===== config.mk =====
export PLATFORM = sky130hd
export DESIGN_NAME = pwm_trip_ctrl
export DESIGN_NICKNAME = d
export VERILOG_FILES = /design/src/rtl/pwm_trip_pkg.sv /design/src/rtl/pwm_tick_gen.sv /design/src/rtl/pwm_pair_core.sv /design/src/rtl/pwm_trip_latch.sv /design/src/rtl/pwm_trip_ctrl.sv
export SDC_FILE = /design/constraint.sdc
export NUM_CORES = 1
export LEC_CHECK = 0
export CORE_ASPECT_RATIO = 0.5
export CORE_UTILIZATION = 50
export CTS_CLUSTER_DIAMETER = 80
export DETAILED_ROUTE_END_ITERATION = 12
export GPL_ROUTABILITY_DRIVEN = 0
export PLACE_DENSITY = 0.69
export SYNTH_ARGS = -nofsm -noshare
export SYNTH_HDL_FRONTEND = slang
export SYNTH_SLANG_ARGS = --single-unit
export TNS_END_PERCENT = 20

===== constraint.sdc =====
create_clock -name clk -period 9.5 [get_ports clk]
set_input_delay 1.425 -clock clk [delete_from_list [all_inputs] [get_ports clk]]
set_output_delay 1.425 -clock clk [all_outputs]
set_load 0.01 [all_outputs]

===== src/rtl/pwm_trip_pkg.sv =====
package pwm_trip_pkg;
  localparam int CW        = 16;
  localparam int PAIR_BASE = 8;

  typedef struct packed {
    logic [CW-1:0] len;
    logic [CW-1:0] ca;
    logic [CW-1:0] cb;
    logic [CW-1:0] cc;
  } pair_cfg_t;
endpackage


===== src/rtl/pwm_tick_gen.sv =====
module pwm_tick_gen #(
  parameter int SEL_W = 3
) (
  input  logic             clk,
  input  logic             rst,
  input  logic             go,
  input  logic [SEL_W-1:0] sel,
  output logic             tick
);
  localparam int DIV_W = (1 << SEL_W) + 1;

  logic [DIV_W-1:0] div_q;
  logic [DIV_W-1:0] limit;

  assign limit = (DIV_W'(2) << sel) - DIV_W'(1);
  assign tick  = go && (div_q >= limit);

  always_ff @(posedge clk) begin
    if (rst || !go)  div_q <= '0;
    else if (tick)   div_q <= '0;
    else             div_q <= div_q + DIV_W'(1);
  end

  // the smallest divide is two, so ticks never come back to back
  a_r3_tick_spacing: assert property (@(posedge clk) disable iff (rst)
    tick |=> !tick);
endmodule


===== src/rtl/pwm_pair_core.sv =====
module pwm_pair_core
  import pwm_trip_pkg::*;
(
  input  logic      clk,
  input  logic      rst,
  input  logic      go,
  input  logic      tick,
  input  pair_cfg_t cfg_in,
  output logic      hi_o,
  output logic      lo_o
);
  pair_cfg_t     act_q;
  logic [CW-1:0] cnt_q;
  logic          hi_q, lo_q;
  logic          at_len, hit_a, hit_b, hit_c;

  assign at_len = (cnt_q == act_q.len);
  assign hit_a  = (cnt_q == act_q.ca);
  assign hit_b  = (cnt_q == act_q.cb);
  assign hit_c  = (cnt_q == act_q.cc);

  always_ff @(posedge clk) begin
    if (rst) begin
      act_q <= '0;
      cnt_q <= '0;
      hi_q  <= 1'b1;
      lo_q  <= 1'b0;
    end else if (!go) begin
      act_q <= cfg_in;
      cnt_q <= '0;
      hi_q  <= 1'b1;
      lo_q  <= 1'b0;
    end else begin
      if (tick) begin
        if (at_len) begin
          cnt_q <= '0;
          act_q <= cfg_in;
        end else begin
          cnt_q <= cnt_q + CW'(1);
        end
      end
      if (hit_b)      hi_q <= 1'b0;
      else if (hit_a) hi_q <= 1'b1;
      if (hit_c || (hi_q && hit_b)) lo_q <= 1'b0;
      else if (at_len)              lo_q <= 1'b1;
    end
  end

  assign hi_o = hi_q;
  assign lo_o = lo_q;

  // the counter stays inside the working period
  a_r2_cnt_bounded: assert property (@(posedge clk) disable iff (rst)
    cnt_q <= act_q.len);
  // working values change only at a wrap or while halted
  a_r6_cfg_frozen: assert property (@(posedge clk) disable iff (rst)
    (go && !(tick && at_len)) |=> $stable(act_q));
  // compare B turns the high side off
  a_r4_hi_falls: assert property (@(posedge clk) disable iff (rst)
    (go && hit_b) |=> !hi_q);
  // compare C turns the low side off
  a_r5_lo_falls: assert property (@(posedge clk) disable iff (rst)
    (go && hit_c) |=> !lo_q);
  // a halted pair sits at zero with off levels
  a_r7_halt_off: assert property (@(posedge clk) disable iff (rst)
    !go |=> (hi_q && !lo_q && cnt_q == '0));
endmodule


===== src/rtl/pwm_trip_latch.sv =====
module pwm_trip_latch (
  input  logic clk,
  input  logic rst,
  input  logic trip_n,
  input  logic clr,
  output logic tripped,
  output logic fall
);
  logic prev_q, trip_q;

  assign fall    = prev_q && !trip_n;
  assign tripped = trip_q;

  always_ff @(posedge clk) begin
    if (rst) begin
      prev_q <= 1'b1;
      trip_q <= 1'b0;
    end else begin
      prev_q <= trip_n;
      if (fall)               trip_q <= 1'b1;
      else if (clr && trip_n) trip_q <= 1'b0;
    end
  end

  // a falling trip edge always latches
  a_r8_fall_latches: assert property (@(posedge clk) disable iff (rst)
    fall |=> trip_q);
  // a release while the input is low does nothing
  a_r9_no_release_low: assert property (@(posedge clk) disable iff (rst)
    (trip_q && !trip_n) |=> trip_q);
  // without a release the fault is held
  a_r9_sticky: assert property (@(posedge clk) disable iff (rst)
    (trip_q && !clr) |=> trip_q);
endmodule


===== src/rtl/pwm_trip_ctrl.sv =====
module pwm_trip_ctrl
  import pwm_trip_pkg::*;
#(
  parameter int NPAIRS   = 4,
  parameter int HB_PAIRS = 2,
  parameter int AW       = 5,
  parameter int SEL_W    = 3
) (
  input  logic              clk,
  input  logic              rst,
  input  logic              wr_en,
  input  logic [AW-1:0]     wr_addr,
  input  logic [CW-1:0]     wr_data,
  input  logic              trip_n,
  output logic [NPAIRS-1:0] pwm_hi,
  output logic [NPAIRS-1:0] pwm_lo,
  output logic              trip_irq,
  output logic [NPAIRS-1:0] hb_mode
);
  localparam int B_RUN  = 0;
  localparam int B_SEL  = 1;
  localparam int B_IEN  = B_SEL + SEL_W;
  localparam int B_MODE = B_IEN + 1;
  localparam int B_CLR  = B_MODE + HB_PAIRS;

  logic                run_q, ien_q;
  logic [SEL_W-1:0]    sel_q;
  logic [HB_PAIRS-1:0] mode_q;
  logic                ctrl_wr, clr, tripped, fall, go, tick;

  assign ctrl_wr = wr_en && (wr_addr == '0);
  assign clr     = ctrl_wr && wr_data[B_CLR];

  always_ff @(posedge clk) begin
    if (rst) begin
      run_q  <= 1'b0;
      ien_q  <= 1'b0;
      sel_q  <= '0;
      mode_q <= '1;
    end else if (ctrl_wr) begin
      run_q  <= wr_data[B_RUN];
      ien_q  <= wr_data[B_IEN];
      sel_q  <= wr_data[B_SEL +: SEL_W];
      mode_q <= wr_data[B_MODE +: HB_PAIRS];
    end
  end

  pwm_trip_latch u_trip (
    .clk(clk), .rst(rst), .trip_n(trip_n), .clr(clr),
    .tripped(tripped), .fall(fall)
  );

  assign go       = run_q && !tripped && !fall;
  assign trip_irq = tripped && ien_q;

  pwm_tick_gen #(.SEL_W(SEL_W)) u_tick (
    .clk(clk), .rst(rst), .go(go), .sel(sel_q), .tick(tick)
  );

  for (genvar p = 0; p < NPAIRS; p++) begin : g_pair
    localparam logic [AW-1:0] BASE = AW'(PAIR_BASE + 4 * p);
    pair_cfg_t stg_q;
    logic      hit;

    assign hit = wr_en && (wr_addr[AW-1:2] == BASE[AW-1:2]);

    always_ff @(posedge clk) begin
      if (rst) stg_q <= '0;
      else if (hit) begin
        case (wr_addr[1:0])
          2'd0:    stg_q.len <= wr_data;
          2'd1:    stg_q.ca  <= wr_data;
          2'd2:    stg_q.cb  <= wr_data;
          default: stg_q.cc  <= wr_data;
        endcase
      end
    end

    pwm_pair_core u_core (
      .clk(clk), .rst(rst), .go(go), .tick(tick), .cfg_in(stg_q),
      .hi_o(pwm_hi[p]), .lo_o(pwm_lo[p])
    );

    if (p < HB_PAIRS) begin : g_hb
      assign hb_mode[p] = mode_q[p];
    end else begin : g_std
      assign hb_mode[p] = 1'b0;
    end
  end

  // a latched fault always shows at the pins
  a_r8_trip_off: assert property (@(posedge clk) disable iff (rst)
    tripped |-> (&pwm_hi && !(|pwm_lo)));
  // clearing run puts every pin at off level
  a_r7_run_off: assert property (@(posedge clk) disable iff (rst)
    !run_q |=> (&pwm_hi && !(|pwm_lo)));
  // the interrupt line never rises without a latched fault
  a_r10_irq_needs_trip: assert property (@(posedge clk) disable iff (rst)
    $rose(trip_irq) |-> tripped);
endmodule


==> reports/metrics.csv <==
metric;value;unit
endpoint_kind;flip-flop;
syn_to_final_growth;6.56;%
wl_per_cell;18.4;um
layout.nets;3119;
critPathMaxFanout;56;
layout_min_cycle_time;4340;ps
hold_path.class;reg2reg;
tightest_slew;1310;ps
firstDrtPassIters;8;
max_slew_margin;12.0;%
synth.area.top_cells;dfxtp_1 43%, nand2b_1 12%, mux2i_1 9.3%, nand2_1 7.8%, xnor2_1 6.0%;
post-route-drc-count;0;
vias_per_cell;5.48;
synth_top_family_by_area;simple AND/OR/NAND/NOR gates;
hold_buffers;0;
p_sw_share;22.1;%
internal_power;3.90;mW
ant_nets;0;
start_util;51.4;%
clock_sinks;602;
cts_root_buf;clkbuf_16;
placed_area;0.0281;sq mm
maxCapViolCount;0;
finalSetupViolations;0;
synth_top_flop_cell;dfxtp_1;
grt_usage;24.9;%
clk_pin_slew;60;ps
fp.dieH;170;um
p_sw;1.11;mW
grt_first_pass_wirelength;111000;um
netlist_instances;3261;
netlist.top_cell.by_area;dfxtp_1;
finalClockSkew;18.8;ps
cts_buffer_depth;3;
dp_hpwl;40900;um
grt_max_degree;287;
grt_overflow_total;0;
antenna_cells;0;
post_cts_buffers;0;
p_seq_share;50.8;%
synth_edf_count;0;
grt_pass1_vias;19300;
synth-compound-area-share;7.85;%
yosysUniqueCellTypes;48;
antenna_found_initial;0;
yosys.area_share.simple;25.7;%
status;complete, no violations;
hold_viol_final;0;
synthAdderAreaFrac;0.624;%
fmax;231;MHz
post_cts_resized;0;
highest_layer;met4;
worstHoldPathCells;2;
synth_area;0.0281;sq mm
ys_warn_count;0;
finish.utilization;54.8;%
die_x;337;um
portBuffers;35;
cts_max_level;2;
synth_area_per_cell;8.60;sq um
wirelength;71300;um
clock_latency;600;ps
clock_power_share;45.3;%
rsz0062_at_grt;no;
crit_required;9990;ps
met2_length;32100;um
r2r_cells;12;
p_comb_share;3.8;%
core;0.0546;sq mm
dieArea;0.0571;sq mm
p_leak;9.35;nW
cp.arrival;4830;ps
synth_seq_area_share;43.0;%
wl_met1;33100;um
synth_seq_cells;602;
final_cell_area;0.0299;sq mm
muxShareOfSynthArea;9.31;%
num_rows;60;
synthXorXnorAreaFrac;8.27;%
post-route-period-util;45.6;%
cts_buffers;54;
synth_top_area_share;43.0;%
route.met3.wl;4540;um
async_reset_ff_share;0;%
drtIter0Drc;1961;
drv_slew;0;
cts_tree;done;
hold_slack;452;ps
ir_worst_vdd;157;uV
io-pin-count;38;
critPathKind;in2reg;
vias;21200;
start_kind;input port;
p_per_area;167;mW/mm^2
drive_gt1_share;4.58;%
fin_setup_tns;0;ps
power;5.00;mW
==> registers in the layout, indices dropped and copies added, names as in the netlist <==
signal and cells:
u_trip.prev_q 1, g_pair.u_core.lo_o 4, mode_q 2, sel_q 3, ien_q 1, run_q 1, g_pair.u_core.hi_o 4, g_pair.u_core.cnt_q 64
g_pair.u_core.act_q 256, u_tick.div_q 9, g_pair.stg_q 256, u_trip.tripped 1
==> synthesized netlist by cell type (5+ instances only) <==
master    number
dfxtp_1      602
nand2_1      585
nand2b_1     520
a21oi_1      320
mux2i_1      261
xnor2_1      193
clkbuf_1     170
buf_2         73
xor2_1        72
nand4_1       71
nand3_1       66
nor2_1        46
a31oi_1       31
nor4_1        31
buf_6         25
and3_1        22
buf_1         14
buf_4         14
ha_1          14
a41oi_1       13
or3_1         12
inv_1         11
nand3b_1      11
nor2b_1       10
o22ai_1        9
and2_1         6
nor3_2         6
and4_1         5
nand4b_1       5
o21a_1         5
==> final timing paths <==
kind	from	end	slack, ps
worst max-delay path	trip_n	g_pair[1].u_core.cnt_q[8]	5160
worst min register to register	g_pair[3].stg_q[26]	g_pair[3].stg_q[26]	450
worst max register to register	sel_q[2]	g_pair[2].u_core.act_q[51]	5280
worst min-delay path	g_pair[3].stg_q[26]	g_pair[3].stg_q[26]	450
==> cells by family (layout without fill, tap and decap cells) <==
kind of cell,Yosys count,in the layout
AO/OA/AOI/OAI,404,404
XOR/XNOR,265,265
adder cells (fa/ha/maj),14,14
buffers and inverters,308,165
flip-flops,602,602
multiplexers,261,261
other,2,3
AND/OR/NAND/NOR,1405,1405
==> area by class of cell <==
cell class / count / area, sq um
Inverter: 11 / 41.3
Timing Repair Buffer: 59 / 478
Fill cell: 4953 / 24700
Sequential cell: 602 / 12100
Tap cell: 744 / 931
Clock inverter: 17 / 191
Clock buffer: 78 / 1640
Multi-Input combinational cell: 2352 / 14600
==> cell usage in the layout (no fill, tap or decap), types with 57 or more instances in the layout <==
cell type / synthesis / layout
dfxtp_1: 602 / 602
clkbuf_16: 0 / 57
mux2i_1: 261 / 261
xnor2_1: 193 / 193
a21oi_1: 320 / 320
xor2_1: 72 / 72
nand2b_1: 520 / 520
nand3_1: 66 / 66
nand4_1: 71 / 71
nand2_1: 585 / 584
==> critical path: stages <==
cell	delay, ps
clkdlybuf4s50_1	500
nand2b_1	130
and3b_2	190
buf_4	480
nor2b_4	250
buf_4	570
nand2_2	830
a21oi_1	380
==> stage by stage <==
| stage | worst slack, ps | cells |
|---|---|---|
| floorplan | 6430 | 3262 |
| global placement | 4730 | 3768 |
| detailed placement | 4720 | 3768 |
| CTS | 5300 | 3863 |
| global route | 5040 | 3863 |
| finish | 5160 | 3863 |
==> per-layer routing <==
layer  global-route usage [%]  vias to the layer above
li1                         -                    10400
met1                     34.8                    10100
met2                     40.3                      594
met3                     3.54                      102
met4                     6.23                        0
met5                        0                        -
==> power groups by stage <==
stage	combinational [mW]	clock, mW	sequential, mW
after floorplan	0.126	0	2.60
after global placement	0.187	0	2.60
after detailed placement	0.189	0	2.60
after CTS	0.189	2.29	2.54
after global routing	0.201	2.39	2.54
final	0.191	2.27	2.54
Note: power is estimated with default switching activity, not from simulation.
